## config.mk

```make
export PLATFORM = sky130hd
export DESIGN_NAME = blk_serial_streamer
export DESIGN_NICKNAME = d
export VERILOG_FILES = /design/src/rtl/ssx_pkg.sv /design/src/rtl/ssx_clkgen.sv /design/src/rtl/ssx_shifter.sv /design/src/rtl/ssx_seq.sv /design/src/rtl/blk_serial_streamer.sv
export SDC_FILE = /design/constraint.sdc
export NUM_CORES = 1
export LEC_CHECK = 0
export BUFFER_PORTS_ARGS = -buffer_cell sky130_fd_sc_hd__clkbuf_2
export CAP_MARGIN = 10
export CELL_PAD_IN_SITES_DETAIL_PLACEMENT = 1
export CELL_PAD_IN_SITES_GLOBAL_PLACEMENT = 2
export CORE_UTILIZATION = 30
export CTS_CLUSTER_SIZE = 8
export DETAILED_ROUTE_END_ITERATION = 6
export GPL_TIMING_DRIVEN = 0
export PLACE_DENSITY_LB_ADDON = 0.2
export SYNTH_ARGS = -nofsm -noshare
export SYNTH_HDL_FRONTEND = slang
export SYNTH_SLANG_ARGS = --single-unit
```

## constraint.sdc

```tcl
create_clock -name clk -period 2.85 [get_ports clk]
set_input_delay 0.285 -clock clk [delete_from_list [all_inputs] [get_ports clk]]
set_output_delay 0.285 -clock clk [all_outputs]
set_load 0.005 [all_outputs]
```

## src/rtl/ssx_pkg.sv

```systemverilog
package ssx_pkg;
  localparam int WORD_W = 32;
  localparam int PAD_PERIODS = 3;

  typedef enum logic [2:0] {
    ST_IDLE,
    ST_LEAD,
    ST_SHIFT,
    ST_WAIT,
    ST_TAIL
  } ssx_state_e;
endpackage

```

## src/rtl/ssx_clkgen.sv

```systemverilog
// Serial clock generator: toggles on every tick; tick every cycle (fast) or every other cycle (slow).
module ssx_clkgen (
  input  logic clk,
  input  logic rst_n,
  input  logic run,
  input  logic fast,
  output logic sclk,
  output logic fall
);
  logic div_q, div_d;
  logic sclk_q, sclk_d;
  logic tick;

  always_comb begin
    tick   = run & (fast | div_q);
    div_d  = run & ~fast & ~div_q;
    sclk_d = run ? (sclk_q ^ tick) : 1'b0;
  end

  always_ff @(posedge clk or negedge rst_n) begin
    if (!rst_n) begin
      div_q  <= 1'b0;
      sclk_q <= 1'b0;
    end else begin
      div_q  <= div_d;
      sclk_q <= sclk_d;
    end
  end

  assign fall = tick & sclk_q;
  assign sclk = sclk_q;
endmodule

```

## src/rtl/ssx_shifter.sv

```systemverilog
// Output shift register: loads a word MSB first, shifts on command, clears between words.
module ssx_shifter #(
  parameter int WW = ssx_pkg::WORD_W
) (
  input  logic          clk,
  input  logic          rst_n,
  input  logic          load,
  input  logic          shift,
  input  logic          clear,
  input  logic [WW-1:0] word,
  output logic          sdata,
  output logic          sframe
);
  logic [WW-1:0] sh_q, sh_d;
  logic          sd_q, sd_d;
  logic          fr_q, fr_d;
  logic          upd;

  assign upd = load | shift | clear;

  always_comb begin
    sh_d = sh_q;
    sd_d = sd_q;
    fr_d = fr_q;
    if (load) begin
      sh_d = {word[WW-2:0], 1'b0};
      sd_d = word[WW-1];
      fr_d = 1'b1;
    end else if (shift) begin
      sh_d = {sh_q[WW-2:0], 1'b0};
      sd_d = sh_q[WW-1];
      fr_d = 1'b0;
    end else if (clear) begin
      sh_d = '0;
      sd_d = 1'b0;
      fr_d = 1'b0;
    end
  end

  always_ff @(posedge clk or negedge rst_n) begin
    if (!rst_n) begin
      sh_q <= '0;
      sd_q <= 1'b0;
      fr_q <= 1'b0;
    end else if (upd) begin
      sh_q <= sh_d;
      sd_q <= sd_d;
      fr_q <= fr_d;
    end
  end

  assign sdata  = sd_q;
  assign sframe = fr_q;
endmodule

```

## src/rtl/ssx_seq.sv

```systemverilog
// Transfer sequencer: lead-in, word shifting, handshake hold, tail.
module ssx_seq
  import ssx_pkg::*;
#(
  parameter int AW = 8,
  parameter int LW = 8,
  parameter int WW = WORD_W
) (
  input  logic          clk,
  input  logic          rst_n,
  input  logic          trig,
  input  logic          cfg_en,
  input  logic [AW-1:0] cfg_base,
  input  logic [LW-1:0] cfg_len,
  input  logic          cfg_fast,
  input  logic          cfg_hs,
  input  logic          fall,
  input  logic          rdy,
  output logic          busy,
  output logic          fast_q,
  output logic [AW-1:0] addr,
  output logic          load,
  output logic          shift,
  output logic          clear
);
  localparam int BW = $clog2(WW);
  localparam logic [BW-1:0] LAST_BIT = BW'(WW - 1);
  localparam logic [1:0] PAD_LAST = 2'(PAD_PERIODS - 1);

  ssx_state_e    state_q, state_d;
  logic [1:0]    pad_q, pad_d;
  logic [BW-1:0] bit_q, bit_d;
  logic [LW-1:0] left_q, left_d;
  logic [AW-1:0] addr_q, addr_d;
  logic          hs_q, hs_d;
  logic          fast_d;
  logic          start;

  assign start = trig & cfg_en & (cfg_len != '0);

  always_comb begin
    state_d = state_q;
    pad_d   = pad_q;
    bit_d   = bit_q;
    left_d  = left_q;
    addr_d  = addr_q;
    hs_d    = hs_q;
    fast_d  = fast_q;
    load    = 1'b0;
    shift   = 1'b0;
    clear   = 1'b0;
    unique case (state_q)
      ST_IDLE: begin
        if (start) begin
          state_d = ST_LEAD;
          pad_d   = '0;
          addr_d  = cfg_base;
          left_d  = cfg_len;
          hs_d    = cfg_hs;
          fast_d  = cfg_fast;
        end
      end
      ST_LEAD: begin
        if (fall) begin
          if (pad_q == PAD_LAST) load = 1'b1;
          else pad_d = pad_q + 2'd1;
        end
      end
      ST_SHIFT: begin
        if (fall) begin
          if (bit_q != LAST_BIT) begin
            shift = 1'b1;
            bit_d = bit_q + 1'b1;
          end else if (left_q == '0) begin
            clear   = 1'b1;
            state_d = ST_TAIL;
            pad_d   = '0;
          end else if (hs_q && !rdy) begin
            clear   = 1'b1;
            state_d = ST_WAIT;
          end else begin
            load = 1'b1;
          end
        end
      end
      ST_WAIT: begin
        if (fall && rdy) load = 1'b1;
      end
      ST_TAIL: begin
        if (fall) begin
          if (pad_q == PAD_LAST) state_d = ST_IDLE;
          else pad_d = pad_q + 2'd1;
        end
      end
      default: state_d = ST_IDLE;
    endcase
    if (load) begin
      state_d = ST_SHIFT;
      bit_d   = '0;
      addr_d  = addr_q + 1'b1;
      left_d  = left_q - 1'b1;
    end
  end

  always_ff @(posedge clk or negedge rst_n) begin
    if (!rst_n) begin
      state_q <= ST_IDLE;
      pad_q   <= '0;
      bit_q   <= '0;
      left_q  <= '0;
      addr_q  <= '0;
      hs_q    <= 1'b0;
      fast_q  <= 1'b0;
    end else begin
      state_q <= state_d;
      pad_q   <= pad_d;
      bit_q   <= bit_d;
      left_q  <= left_d;
      addr_q  <= addr_d;
      hs_q    <= hs_d;
      fast_q  <= fast_d;
    end
  end

  assign busy = (state_q != ST_IDLE);
  assign addr = addr_q;
endmodule

```

## src/rtl/blk_serial_streamer.sv

```systemverilog
module blk_serial_streamer
  import ssx_pkg::*;
#(
  parameter int AW = 8,
  parameter int LW = 8
) (
  input  logic              clk,
  input  logic              rst_n,
  input  logic              trig,
  input  logic              cfg_en,
  input  logic [AW-1:0]     cfg_base,
  input  logic [LW-1:0]     cfg_len,
  input  logic              cfg_fast,
  input  logic              cfg_gate,
  input  logic              cfg_hs,
  input  logic              rdy,
  output logic [AW-1:0]     mem_addr,
  input  logic [WORD_W-1:0] mem_rdata,
  output logic              sclk,
  output logic              sdata,
  output logic              sframe,
  output logic              busy
);
  logic rst_s1_q, rst_s2_q;
  logic run, fast_eff, fast_q, fall;
  logic load, shift, clear;

  // Reset asserts at once, releases after two clock edges.
  always_ff @(posedge clk or negedge rst_n) begin
    if (!rst_n) begin
      rst_s1_q <= 1'b0;
      rst_s2_q <= 1'b0;
    end else begin
      rst_s1_q <= 1'b1;
      rst_s2_q <= rst_s1_q;
    end
  end

  assign fast_eff = busy ? fast_q : cfg_fast;
  assign run      = busy | (cfg_en & ~cfg_gate);

  ssx_clkgen u_clk (
    .clk   (clk),
    .rst_n (rst_s2_q),
    .run   (run),
    .fast  (fast_eff),
    .sclk  (sclk),
    .fall  (fall)
  );

  ssx_seq #(.AW(AW), .LW(LW), .WW(WORD_W)) u_seq (
    .clk      (clk),
    .rst_n    (rst_s2_q),
    .trig     (trig),
    .cfg_en   (cfg_en),
    .cfg_base (cfg_base),
    .cfg_len  (cfg_len),
    .cfg_fast (cfg_fast),
    .cfg_hs   (cfg_hs),
    .fall     (fall),
    .rdy      (rdy),
    .busy     (busy),
    .fast_q   (fast_q),
    .addr     (mem_addr),
    .load     (load),
    .shift    (shift),
    .clear    (clear)
  );

  ssx_shifter #(.WW(WORD_W)) u_sh (
    .clk    (clk),
    .rst_n  (rst_s2_q),
    .load   (load),
    .shift  (shift),
    .clear  (clear),
    .word   (mem_rdata),
    .sdata  (sdata),
    .sframe (sframe)
  );
endmodule

```

**Word level (Yosys, flattened, before mapping)**

Index checks and enable logic that the tools add are counted.

- Bits in registers: 66
- Bits of input ports: 56
- Output and inout bits: 12
- Word-level logic and storage cells: 126

- $add $sub $neg: 4
- Eq/ne operators: 19
- Muxes and demuxes: 52
- Bitwise logic cells: 15
- Reductions and logical operators: 22

Operators with widths:

| kind | number |
|---|---|
| $mux W32 | 3 |
| $mux W8 | 6 |
| $mux W3 | 8 |
| $mux W1 | 22 |
| $mux W5 | 4 |
| $reduce_and A7 Y1 | 2 |
| $mux W2 | 6 |
| $ne A3 B2 Y1 const B | 4 |
| $pmux W3 S4 | 1 |
| $ne A2 B1 Y1 const B | 5 |
| $reduce_bool A2 Y1 | 5 |
| $reduce_bool A3 Y1 | 3 |
| $add A8 B1 Y8 const B | 1 |
| $logic_not A8 Y1 | 1 |
| $reduce_bool A8 Y1 | 1 |
| $sub A8 B1 Y8 const B | 1 |
| $and A1 B1 Y1 | 7 |
| $eq A3 B2 Y1 const B | 2 |
| $pmux W2 S3 | 1 |
| $reduce_and A2 Y1 | 3 |
| $add A5 B1 Y5 const B | 1 |
| $ne A5 B5 Y1 const B | 1 |
| $ne A2 B2 Y1 const B | 2 |
| $ne A4 B2 Y1 const B | 1 |
| 14 further kinds | 21 |

**Depth between registers and ports, before layout**

Gate-level depths: netlist (run 1).

- Depth after elaboration: 11
- Mapped depth: 13
- Gate-level depth less buffers: 10

**Hierarchy**

Synthesis (run 1) repeated with hierarchy kept, for this count alone.

- Cell total of the unflattened synthesis: 372
- Area total of the unflattened synthesis: 3584.7 um^2

Modules (own cells, without submodules):

| module | times used | cells each | area an instance (um^2) | sequential area each (um^2) |
|---|---|---|---|---|
| ssx_seq | 1 | 183 | 1710.4 | 700.7 |
| ssx_shifter | 1 | 177 | 1702.9 | 825.8 |
| ssx_clkgen | 1 | 6 | 90.1 | 50.0 |
| blk_serial_streamer | 1 | 6 | 81.3 | 50.0 |

**Least setup slack after synthesis (run 1)**

OpenSTA, ideal clock, no wires.

- Kind: flip-flop to flip-flop
- Start point: register u_seq.state_q[0]
- End point: register u_seq.addr_q[0], in the netlist u_seq.addr[0]
- Data arrival time: 2.440 ns
- Required time: 2.727 ns
- Setup slack: 0.287 ns
- Cell stages (with the launch flop): 12
- Clock period less this slack: 2.563 ns
- Path through: dfrtp_1 -> buf_2 -> nor2_2 -> nand2_1 -> o21ai_0 -> ha_1 -> nand2_1 -> or3_1 -> a2bb2oi_2 -> clkbuf_1 -> nand2_1 -> o221a_2

- Longest elaborated chain between the ends: 10
- Elaborated cells between the ends (all ways): 19
- Those cells by class: eq/ne (3); mux (6); bitwise (4); reduce/logical (6)

RTL lines:

| item | RTL line | source |
|---|---|---|
| start, declared | ssx_seq.sv:30 | `ssx_state_e state_q, state_d;` |
| start signal, assigned | ssx_seq.sv:115 | `state_q <= state_d;` |
| $reduce_bool A3 Y1 * | ssx_seq.sv:125 | `assign busy = (state_q != ST_IDLE);` |
| via busy | blk_serial_streamer.sv:22 | `output logic busy` |
| $mux W1 | blk_serial_streamer.sv:39 | `assign fast_eff = busy ? fast_q : cfg_fast;` |
| $or A1 B1 Y1 | ssx_clkgen.sv:15 | `tick = run & (fast \| div_q);` |
| $and A1 B1 Y1 * | ssx_clkgen.sv:15 |  |
| $and A1 B1 Y1 * | ssx_clkgen.sv:30 | `assign fall = tick & sclk_q;` |
| $logic_and A1 B1 Y1 | ssx_seq.sv:87 | `if (fall && rdy) load = 1'b1;` |
| $mux W1 | ssx_seq.sv:87 |  |
| $pmux W1 S3 * | ssx_seq.sv:52 | `unique case (state_q)` |
| $reduce_bool A2 Y1 (no source line) | n/a |  |
| $reduce_and A2 Y1 (no source line) | n/a |  |
| end signal, assigned | ssx_seq.sv:119 | `addr_q <= addr_d;` |
| end, declared | ssx_seq.sv:34 | `logic [AW-1:0] addr_q, addr_d;` |

The timed path passes the listed nets; every way through them passes the cells marked *.
A chain may end at the register's enable or synchronous reset.

**Final worst setup path (run 1)**

- Start point: register u_seq.state_q[0]
- End point: register u_sh.sh_q[26]

- Longest elaborated chain between the ends: 11
- Elaborated cells between the ends (all ways): 24
- Those cells by class: eq/ne (3); mux (11); bitwise (6); reduce/logical (4)

RTL lines:

| item | RTL line | source |
|---|---|---|
| $reduce_bool A3 Y1 | ssx_seq.sv:125 |  |
| $mux W1 | blk_serial_streamer.sv:39 |  |
| $or A1 B1 Y1 | ssx_clkgen.sv:15 |  |
| $and A1 B1 Y1 | ssx_clkgen.sv:15 |  |
| $and A1 B1 Y1 | ssx_clkgen.sv:30 |  |
| $logic_and A1 B1 Y1 | ssx_seq.sv:87 |  |
| $mux W1 | ssx_seq.sv:87 |  |
| $pmux W1 S3 | ssx_seq.sv:52 |  |
| $or A1 B1 Y1 (2 in a row) | ssx_shifter.sv:19 | `assign upd = load \| shift \| clear;` |
| $reduce_and A2 Y1 (no source line) | n/a |  |
| end signal, assigned | ssx_shifter.sv:42 | `sh_q <= '0;` |
| end signal, assigned | ssx_shifter.sv:46 | `sh_q <= sh_d;` |
| end, declared | ssx_shifter.sv:14 | `logic [WW-1:0] sh_q, sh_d;` |

Several ways; a longest one is shown, not always the timed one.

==> results.py, run 1 <==
metrics = {
    "critical_path": {
        "rrSetupSlack_ps": 170,
        "worst_ep_required_time_ps": 3090,
        "r2r-start": "u_seq.state_q[0]$_DFFE_PN0P_",
        "worst_ep_arrival_time_ps": 2910,
        "cp-start-kind": "flop",
        "critPathMaxFanout": 10,
        "r2r-end": "u_sh.sh_q[26]$_DFFE_PN0P_",
        "ff2ff_path_depth": 12,
        "end_kind": "flop",
        "setup.worst_path.class": "flop to flop",
    },
    "placement": {
        "place_congestion": 0.764,
        "numPortBuffers": 67,
        "pre_cts_slack_ps": -320,
        "dpl_cell_area_um2": 3860,
        "dp_hpwl_mm": 6.80,
    },
    "clocking": {
        "cts_sinks": 65,
        "cts_buffers": 9,
        "cts_tree": "yes",
        "path_clk_slew_ps": 80,
        "clock_path_buffers": 2,
        "cts_root_buffer": "clkbuf_8",
        "clock_latency_ps": 350,
        "h-tree-depth": 3,
    },
    "timing": {
        "slew_headroom": 0.423,
        "fin_crit_sh": 0.940,
        "drv_slew": 0,
        "fmax_mhz": 373,
        "finClkSkew_ps": 12.3,
        "fin_hold_ws_ps": 131,
        "final-setup-viol-count": 0,
        "setup_slack_ps": 172,
        "fin_setup_tns_ps": 0,
        "period_needed_ps": 2680,
        "worstMarginPinSlew_ps": 865,
        "hold_viol": 0,
        "rsz0062_at_grt": "yes",
    },
    "global_route": {
        "antenna_found_initial": 0,
        "groute.usage.overall": 0.174,
        "grt_max_degree": 64,
        "overflow": 0,
        "grt_pass1_vias": 3097,
        "grt_pass1_wl_mm": 15.5,
    },
    "synthesis": {
        "ys.flop_type": "dfrtp_1",
        "ys_ff_latch": 65,
        "postSynthAreaPerCell_um2": 9.55,
        "synth_cell_type_count": 54,
        "ys_seq_area_frac": 0.487,
        "netlist_instances": 350,
        "ys_warn_count": 0,
        "synthArstFlopShare": 1.00,
        "synthesis.nets": 413,
        "syn-cell-area_um2": 3340,
        "synth_edf_count": 0,
    },
    "cells_and_area": {
        "fin_area_um2": 4160,
        "nets": 494,
        "synthToLayoutAreaGrowth_pct": 24.4,
        "n_antenna_cell": 0,
        "drive_gt1_frac": 0.287,
    },
    "detailed_routing": {
        "drc": 0,
        "ant_nets": 0,
        "vias": 3019,
        "firstDrtPassIters": 6,
        "vias_per_cell": 5.24,
        "drt_iter0_drc": 85,
        "wl_per_cell_um": 16.5,
        "wirelength_mm": 9.50,
    },
    "power_and_ir_drop": {
        "p_sw_mw": 1.05,
        "ir_worst_vdd_mv": 0.298,
        "p_per_area_nw_per_um2": 716,
        "pwr-share-comb": 0.279,
        "clock_power_share": 0.279,
        "switching_share": 0.351,
        "p_seq_frac": 0.442,
        "power_leakage_nw": 1.98,
        "p_int_mw": 1.93,
    },
    "die": {
        "die_w_um": 108,
        "start_util": 0.308,
        "die_h_um": 108,
        "rows": 38,
        "io_pins": 68,
        "core_area_um2": 10800,
        "die_area_um2": 11600,
    },
    "hold_path": {
        "hold_depth": 3,
        "hold_path_class": "input port to flop",
        "hp-start": "cfg_hs",
        "hold_end": "u_seq.hs_q$_DFFE_PN0P_",
    },
    "outcome": {
        "status": "finished clean",
    },
    "run": {
        "drv_cap": 0,
    },
}
==> cell type report <==
class	instances	area, um2
Clock buffer	9	124
Multi-Input combinational cell	256	1610
Clock inverter	7	80.1
Timing Repair Buffer	70	360
Fill cell	1288	6680
Inverter	6	26.3
Buffer	23	150
Tap cell	140	175
Sequential cell	65	1630
==> cells by family after synthesis <==
logic type / share of synthesized area
and+or+nand+nor: 0.237
AOI/OAI and AO/OA: 0.178
DFF: 0.487
buffers and inverters: 0.0479
adders and majority gates: 0.0292
xor gates and xnor gates: 0.0105
muxes: 0.00973
other: 0.00112
==> worst max-delay path, stage by stage (launching register included) <==
cell	delay, ps
dfrtp_1	380
buf_2	190
nor2_4	180
nand2_4	100
o21ai_2	190
ha_2	230
nand2_1	100
or3_4	420
o2bb2ai_4	180
buf_4	220
buf_4	190
nor2_1	120
nor2_1	60
==> sequential cells by signal, summed over array words and instances, names as in the netlist, 2 cells and up <==
name           count
u_seq.addr         8
u_seq.state_q      3
u_seq.left_q       8
u_sh.sh_q         31
u_seq.bit_q        5
u_seq.pad_q        2
==> power by group through the flow <==
stage / Clock [mW] / Combinational [mW] / Sequential [mW]
after CTS: 0.860 / 0.831 / 1.32
after global placement: 0 / 0.797 / 1.32
after floorplan: 0 / 0.596 / 1.28
after global routing: 0.895 / 0.935 / 1.35
final: 0.832 / 0.830 / 1.32
after detailed placement: 0 / 0.819 / 1.33
==> synthesized netlist by cell type, types with 3 or more instances <==
library cell  count  area share
ha_1              7       0.026
nand3_1          20       0.030
buf_4             5       0.011
nor3_1           11       0.016
and3_1            5      0.0094
nor2_1           75       0.084
o32ai_1           4       0.010
a21oi_1           5      0.0075
xor2_1            3      0.0079
nor3_2            3      0.0090
nand3b_1          3      0.0067
buf_2             8       0.012
or3_1             7       0.013
a32oi_1           7       0.018
o21ai_0           3      0.0045
dfrtp_1          65        0.49
inv_1             6      0.0067
buf_6             3       0.010
clkbuf_1          7      0.0079
nand2_1          35       0.039
a221oi_1         31       0.081
==> per-stage QoR <==
stage | util | total power [mW] | cells
5_1_grt | 0.384 | 3.18 | 576
4_1_cts | 0.378 | 3.01 | 574
2_1_floorplan | - | 1.88 | 350
3_5_place_dp | 0.356 | 2.15 | 557
3_3_place_gp | 0.355 | 2.12 | 557
6_report | 0.384 | 2.98 | 576
==> routing by layer <==
layer  routed length [um]  vias to the layer above  track usage
li1                     -                     1444            -
met1                 4620                     1495        0.232
met2                 4350                       67        0.277
met3                  350                       13       0.0278
met4                  178                        0       0.0763
met5                    0                        -            0
==> layout by cell type (no fill, tap or decap), drive strengths merged, types with 3 or more instances in the layout <==
master / count
inv: 6
dfrtp: 65
ha: 7
nor3: 14
a21oi: 6
xor2: 3
nand3b: 3
o32ai: 4
nand2: 35
nand3: 20
or3: 7
a32oi: 7
o21ai: 4
buf: 18
a221oi: 31
clkinv: 4
and3: 5
nor2: 76
clkbuf: 83
==> repair_timing <==
item / in CTS / in global routing
buffers inserted: 0 / 2
hold buffers: 1 / 0
hold endpoints to repair: 2 / 0
gates cloned: 0 / 0
resized for setup: 8 / 11
endpoints found under the setup margin: 56 / 55
==> how the worst max path moves through the flow <==
stage                                             from                           to  slack [ps]  depth (start not counted)
after floorplan           u_seq.state_q[0]$_DFFE_PN0P_    u_seq.addr[0]$_DFFE_PN0P_         290                         11
final                     u_seq.state_q[0]$_DFFE_PN0P_    u_sh.sh_q[26]$_DFFE_PN0P_         170                         12
after CTS                 u_seq.state_q[1]$_DFFE_PN0P_    u_sh.sh_q[20]$_DFFE_PN0P_           8                         12
after detailed placement  u_seq.state_q[0]$_DFFE_PN0P_    u_seq.addr[0]$_DFFE_PN0P_        -320                         11
after global placement    u_seq.state_q[0]$_DFFE_PN0P_  u_seq.left_q[0]$_DFFE_PN0P_        -330                         11
after global routing      u_seq.state_q[0]$_DFFE_PN0P_    u_sh.sh_q[21]$_DFFE_PN0P_         -20                         10
No activity file was read; power rests on OpenSTA's default activity.
==> inputs of run 2 (changes only) <==
--- a/config.mk
+++ b/config.mk
@@ -14,6 +14,7 @@
 export DETAILED_ROUTE_END_ITERATION = 6
 export GPL_TIMING_DRIVEN = 0
 export PLACE_DENSITY_LB_ADDON = 0.2
+export REMOVE_ABC_BUFFERS = 1
 export SYNTH_ARGS = -nofsm -noshare
 export SYNTH_HDL_FRONTEND = slang
 export SYNTH_SLANG_ARGS = --single-unit
==> results.py, run 2 (same netlist as run 1, synthesis figures left out) <==
metrics = {
    "outcome": {
        "status": "finished clean",
    },
    "timing": {
        "hold_viol": 0,
        "fmax_mhz": 375,
        "final-setup-viol-count": 0,
        "fin_setup_tns_ps": 0,
        "drv_slew": 0,
        "worstMarginPinSlew_ps": 1190,
        "finClkSkew_ps": 11.5,
        "fin_crit_sh": 0.937,
        "slew_headroom": 0.199,
        "period_needed_ps": 2670,
        "rsz0062_at_grt": "no",
    },
    "detailed_routing": {
        "firstDrtPassIters": 6,
        "wl_per_cell_um": 16.7,
        "drc": 0,
        "wirelength_mm": 9.43,
        "vias_per_cell": 5.35,
        "vias": 3012,
        "drt_iter0_drc": 102,
        "ant_nets": 0,
    },
    "global_route": {
        "overflow": 0,
        "grt_pass1_vias": 3049,
        "grt_pass1_wl_mm": 15.2,
        "antenna_found_initial": 0,
        "groute.usage.overall": 0.171,
        "grt_max_degree": 64,
    },
    "die": {
        "core_area_um2": 10800,
        "rows": 38,
        "die_h_um": 108,
        "die_w_um": 108,
        "start_util": 0.308,
        "die_area_um2": 11600,
        "io_pins": 68,
    },
    "hold_path": {
        "hold_depth": 3,
        "hp-start": "mem_rdata[0]",
        "hold_path_class": "input port to flop",
    },
    "critical_path": {
        "crit_slowest_cell": "dfrtp_2",
        "r2r-end": "u_sh.sh_q[10]$_DFFE_PN0P_",
        "cp-startpoint": "u_seq.state_q[0]$_DFFE_PN0P_",
        "crit_end": "u_sh.sh_q[10]$_DFFE_PN0P_",
        "rrSetupSlack_ps": 180,
        "worst_ep_required_time_ps": 3120,
        "ff2ff_path_depth": 11,
        "critPathMaxStageDelay_ps": 500,
        "critPathMaxFanout": 16,
        "setup.worst_path.class": "flop to flop",
        "r2r-start": "u_seq.state_q[0]$_DFFE_PN0P_",
        "cp-start-kind": "flop",
        "path_cells": "nor2_4 > nand2_2 > o21ai_2 > ha_2 > nand2_1 > or3_4 > a2bb2oi_4 > buf_4 > clkbuf_16 > a221oi_1 > nor2_1",
        "worst_ep_arrival_time_ps": 2940,
        "end_kind": "flop",
    },
    "placement": {
        "place_congestion": 0.704,
        "numPortBuffers": 67,
        "place_inst": 538,
        "dp_hpwl_mm": 5.78,
    },
    "cells_and_area": {
        "n_antenna_cell": 0,
        "largest_reg_flops": 31,
        "fin_cells": 563,
        "nets": 481,
        "layout_commonest_cell": "nor2_1",
        "synthToLayoutAreaGrowth_pct": 23.8,
        "drive_gt1_frac": 0.277,
        "nFillCells": 1279,
        "seqCellArea_um2": 1630,
        "final_cell_mix": "nor2_1 (75), clkbuf_2 (67), dfrtp_1 (61)",
        "top_register": "u_sh.sh_q",
        "multi_input_area_um2": 1650,
    },
    "run": {
        "drv_cap": 0,
    },
    "clocking": {
        "path_clk_slew_ps": 80,
        "clock_latency_ps": 350,
        "clock_path_buffers": 2,
        "cts_sinks": 65,
        "cts_buffers": 9,
        "h-tree-depth": 3,
        "cts_root_buffer": "clkbuf_8",
        "cts_tree": "yes",
    },
    "power_and_ir_drop": {
        "power_leakage_nw": 1.95,
        "p_per_area_nw_per_um2": 707,
        "ir_worst_vdd_mv": 0.223,
    },
}
## run 2: changes by cell type in the layout (fill, tap and decap cells not counted), sizes merged
cell	change
buf	-9
clkbuf	-4
clkinv	-1
a2bb2oi	+1
o2bb2ai	+1
clkinvlp	-1
## run 2: power by group
group          switching (mW)  internal, mW  total, mW
Combinational           0.448         0.381      0.829
Sequential              0.183          1.13       1.32
Clock                   0.378         0.403      0.781
## run 2: how the worst min path moves through the flow
stage	slack, ps	endpoint
3_5_place_dp	80	rst_s1_q$_DFF_PN0_
6_report	130	u_sh.sh_q[1]$_DFFE_PN0P_
4_1_cts	110	u_sh.sh_q[1]$_DFFE_PN0P_
5_1_grt	130	u_sh.sh_q[1]$_DFFE_PN0P_
2_1_floorplan	-10	rst_s1_q$_DFF_PN0_
3_3_place_gp	70	rst_s1_q$_DFF_PN0_
## run 2: worst max-delay path: cells and delay by family (launching register included)
family                     cells  cell delay, ps
DFF                            1             500
adders and majority gates      1             220
buffers and inverters          2             350
and+or+nand+nor                5            1010
AOI/OAI and AO/OA              3             520
## run 2: layout make-up
cell class                      count  share of cell area
Clock buffer                       11              0.0317
Clock inverter                      5              0.0136
Inverter                            6             0.00544
Multi-Input combinational cell    258               0.398
Sequential cell                    65               0.395
Tap cell                          140              0.0423
Timing Repair Buffer               78               0.115
## run 2: per-stage QoR
| step | hold slack [ps] | worst slack, ps | power, mW | cell area (um2) | utilization |
|---|---|---|---|---|---|
| after floorplan | -10.6 | -591 | 1.82 | 3210 | - |
| after global placement | 72.1 | -1850 | 2.06 | 3720 | 0.343 |
| after detailed placement | 75.2 | -576 | 2.14 | 3810 | 0.352 |
| after CTS | 112 | 9.35 | 2.96 | 4090 | 0.377 |
| after global routing | 133 | 20.0 | 3.14 | 4140 | 0.382 |
| final | 132 | 181 | 2.93 | 4140 | 0.382 |
## run 2: what timing repair did
item,CTS,global route
cloned,2,1
gates resized for setup,6,5
setup buffers,3,2
endpoints found under the hold margin,2,0
pin swaps,1,3
setup endpoints to repair,54,48
hold buffers,1,0
## run 2: routing by layer
layer	track usage	up-vias	share of wire
li1	-	1425	-
met1	0.223	1527	0.47
met2	0.276	50	0.48
met3	0.0278	10	0.035
met4	0.0793	0	0.014
met5	0	-	0
==> inputs of run 3 (changes only) <==
--- a/config.mk
+++ b/config.mk
@@ -14,7 +14,9 @@
 export DETAILED_ROUTE_END_ITERATION = 6
 export GPL_TIMING_DRIVEN = 0
 export PLACE_DENSITY_LB_ADDON = 0.2
+export RECOVER_POWER = 50
 export REMOVE_ABC_BUFFERS = 1
 export SYNTH_ARGS = -nofsm -noshare
 export SYNTH_HDL_FRONTEND = slang
 export SYNTH_SLANG_ARGS = --single-unit
+export TNS_END_PERCENT = 100
==> constraint.sdc (replaced) <==
create_clock -name clk -period 2.4 [get_ports clk]
set_input_delay 0.24 -clock clk [delete_from_list [all_inputs] [get_ports clk]]
set_output_delay 0.24 -clock clk [all_outputs]
set_load 0.005 [all_outputs]
==> results.py, run 3 (same netlist as run 1, synthesis figures left out) <==
metrics = {
    "timing": {
        "hold_viol": 0,
        "final-setup-viol-count": 0,
        "worstMarginPinSlew_ps": 1460,
        "rsz0062_at_grt": "yes",
        "slew_headroom": 0.0259,
        "fin_crit_sh": 0.971,
        "drv_slew": 0,
        "period_needed_ps": 2330,
        "fin_hold_ws_ps": 83.5,
        "fmax_mhz": 429,
        "finClkSkew_ps": 9.53,
    },
    "die": {
        "die_area_um2": 11600,
        "io_pins": 68,
        "start_util": 0.308,
        "die_h_um": 108,
        "core_area_um2": 10800,
        "die_w_um": 108,
        "rows": 38,
    },
    "detailed_routing": {
        "vias_per_cell": 5.38,
        "vias": 3182,
        "wirelength_mm": 10.4,
        "drc": 0,
        "ant_nets": 0,
        "drt_iter0_drc": 94,
        "firstDrtPassIters": 4,
        "wl_per_cell_um": 17.5,
    },
    "cells_and_area": {
        "nFillCells": 1245,
        "largest_reg_flops": 31,
        "drive_gt1_frac": 0.335,
        "synthToLayoutAreaGrowth_pct": 37.2,
        "multi_input_area_um2": 1810,
        "n_antenna_cell": 0,
        "top_register": "u_sh.sh_q",
        "fin_cells": 591,
        "layout_commonest_cell": "nor2_1",
        "nets": 509,
        "final_cell_mix": "nor2_1 (75), clkbuf_2 (65), dfrtp_1 (61)",
        "fin_area_um2": 4590,
        "seqCellArea_um2": 1630,
    },
    "run": {
        "drv_cap": 0,
    },
    "global_route": {
        "grt_pass1_vias": 3155,
        "top_usage_layer": "met2",
        "groute.usage.overall": 0.181,
        "gr-usage-met2": 0.289,
        "grt_pass1_wl_mm": 16.1,
        "gr-usage-met1": 0.242,
        "overflow": 0,
        "antenna_found_initial": 0,
        "grt.met3_usage": 0.0278,
        "grt_max_degree": 64,
    },
    "critical_path": {
        "path_cells": "nor2_4 > nand2_4 > o21ai_4 > ha_4 > nand2_4 > or3_4 > buf_12 > o2bb2ai_4 > buf_12 > nor2_1 > nor2_1",
        "r2r-end": "u_sh.sh_q[10]$_DFFE_PN0P_",
        "rrSetupSlack_ps": 70,
        "critPathMaxFanout": 33,
        "cpLargestDelayFamily": "simple AND/OR/NAND/NOR gates",
        "r2r-start": "u_seq.state_q[0]$_DFFE_PN0P_",
        "setup.worst_path.class": "flop to flop",
        "critPathMaxStageDelay_ps": 430,
        "cp-start-kind": "flop",
        "end_kind": "flop",
        "path_buf_inv": 2,
        "worst_ep_arrival_time_ps": 2560,
        "worst_ep_required_time_ps": 2630,
        "ff2ff_path_depth": 11,
        "crit_slowest_cell": "dfrtp_2",
    },
    "placement": {
        "numPortBuffers": 67,
        "dpl_cell_area_um2": 3810,
        "dp_hpwl_mm": 5.78,
        "place_congestion": 0.704,
        "place_inst": 538,
    },
    "clocking": {
        "path_clk_slew_ps": 80,
        "h-tree-depth": 3,
        "cts_sinks": 65,
        "clock_path_buffers": 2,
        "clock_latency_ps": 350,
        "cts_buffers": 9,
        "cts_tree": "yes",
        "cts_root_buffer": "clkbuf_8",
    },
    "outcome": {
        "status": "finished clean",
    },
    "hold_path": {
        "hold_end": "u_sh.sh_q[1]$_DFFE_PN0P_",
        "hold_depth": 3,
        "hp-start": "mem_rdata[0]",
        "hold_path_class": "input port to flop",
    },
    "power_and_ir_drop": {
        "power_leakage_nw": 2.12,
        "p_per_area_nw_per_um2": 806,
        "ir_worst_vdd_mv": 0.291,
        "power_mw": 3.70,
    },
}
## run 3: cell types whose count changed in the layout (fill, tap and decap cells not counted), moves of 2 or more
cell      before  now
ha_1           6    3
clkbuf_2      67   65
buf_4          5   21
buf_12         2    8
nand2_4        0    2
clkbuf_1       2    4
buf_6          1    3
ha_4           0    4
a211o_4        1    3
## run 3: metrics by stage
stage,setup slack (ps),utilization,TNS [ps]
2_1_floorplan,-1040,-,-50480
3_3_place_gp,-2300,0.343,-154690
3_5_place_dp,-1030,0.352,-44470
4_1_cts,8.67,0.397,0
5_1_grt,-47.8,0.423,-368
6_report,69.9,0.423,0
## run 3: report_power, final
part	switching, mW	internal (mW)
sequential	0.225	1.35
clock	0.455	0.479
combinational	0.620	0.574
total	1.30	2.40
## run 3: worst max path at each step
stage                                       startpoint                           to  slack (ps)  cells after the start
after CTS                 u_seq.state_q[2]$_DFFE_PN0P_  u_seq.left_q[3]$_DFFE_PN0P_           9                     10
after detailed placement  u_seq.state_q[0]$_DFFE_PN0P_  u_seq.left_q[7]$_DFFE_PN0P_       -1030                     10
after floorplan           u_seq.state_q[0]$_DFFE_PN0P_  u_seq.left_q[3]$_DFFE_PN0P_       -1040                      9
after global placement    u_seq.state_q[1]$_DFFE_PN0P_    u_sh.sh_q[30]$_DFFE_PN0P_       -2300                      9
after global routing      u_seq.state_q[0]$_DFFE_PN0P_  u_seq.left_q[7]$_DFFE_PN0P_         -50                     11
final                     u_seq.state_q[0]$_DFFE_PN0P_    u_sh.sh_q[10]$_DFFE_PN0P_          70                     11
## run 3: final cells by class
| cell class | count | area share |
|---|---|---|
| Timing Repair Buffer | 103 | 0.166 |
| Multi-Input combinational cell | 261 | 0.394 |
| Clock inverter | 5 | 0.0123 |
| Tap cell | 140 | 0.0382 |
| Clock buffer | 11 | 0.0286 |
| Sequential cell | 65 | 0.356 |
| Inverter | 6 | 0.00491 |
## run 3: worst reg2reg max path: cells and delay by family (launching register included)
family / cells / cell delay [ps]
flops: 1 / 430
fa+ha+maj: 1 / 180
compound gates: 2 / 360
buf+inv: 2 / 350
simple gates: 6 / 890
## run 3: repair_timing
action                                  CTS  global route
setup buffers                            15            14
endpoints found under the hold margin     2             0
endpoints found under the setup margin   58            49
pin swaps                                 8            14
gates cloned                              4             3
hold buffers                              1             0
resized for setup                        23            13
## run 3: layer usage
metal | vias up | routed length (um) | part of all wire
li1 | 1493 | - | -
met1 | 1627 | 4960 | 0.48
met2 | 52 | 4910 | 0.47
met3 | 10 | 356 | 0.034
met4 | 0 | 137 | 0.013
met5 | - | 0 | 0
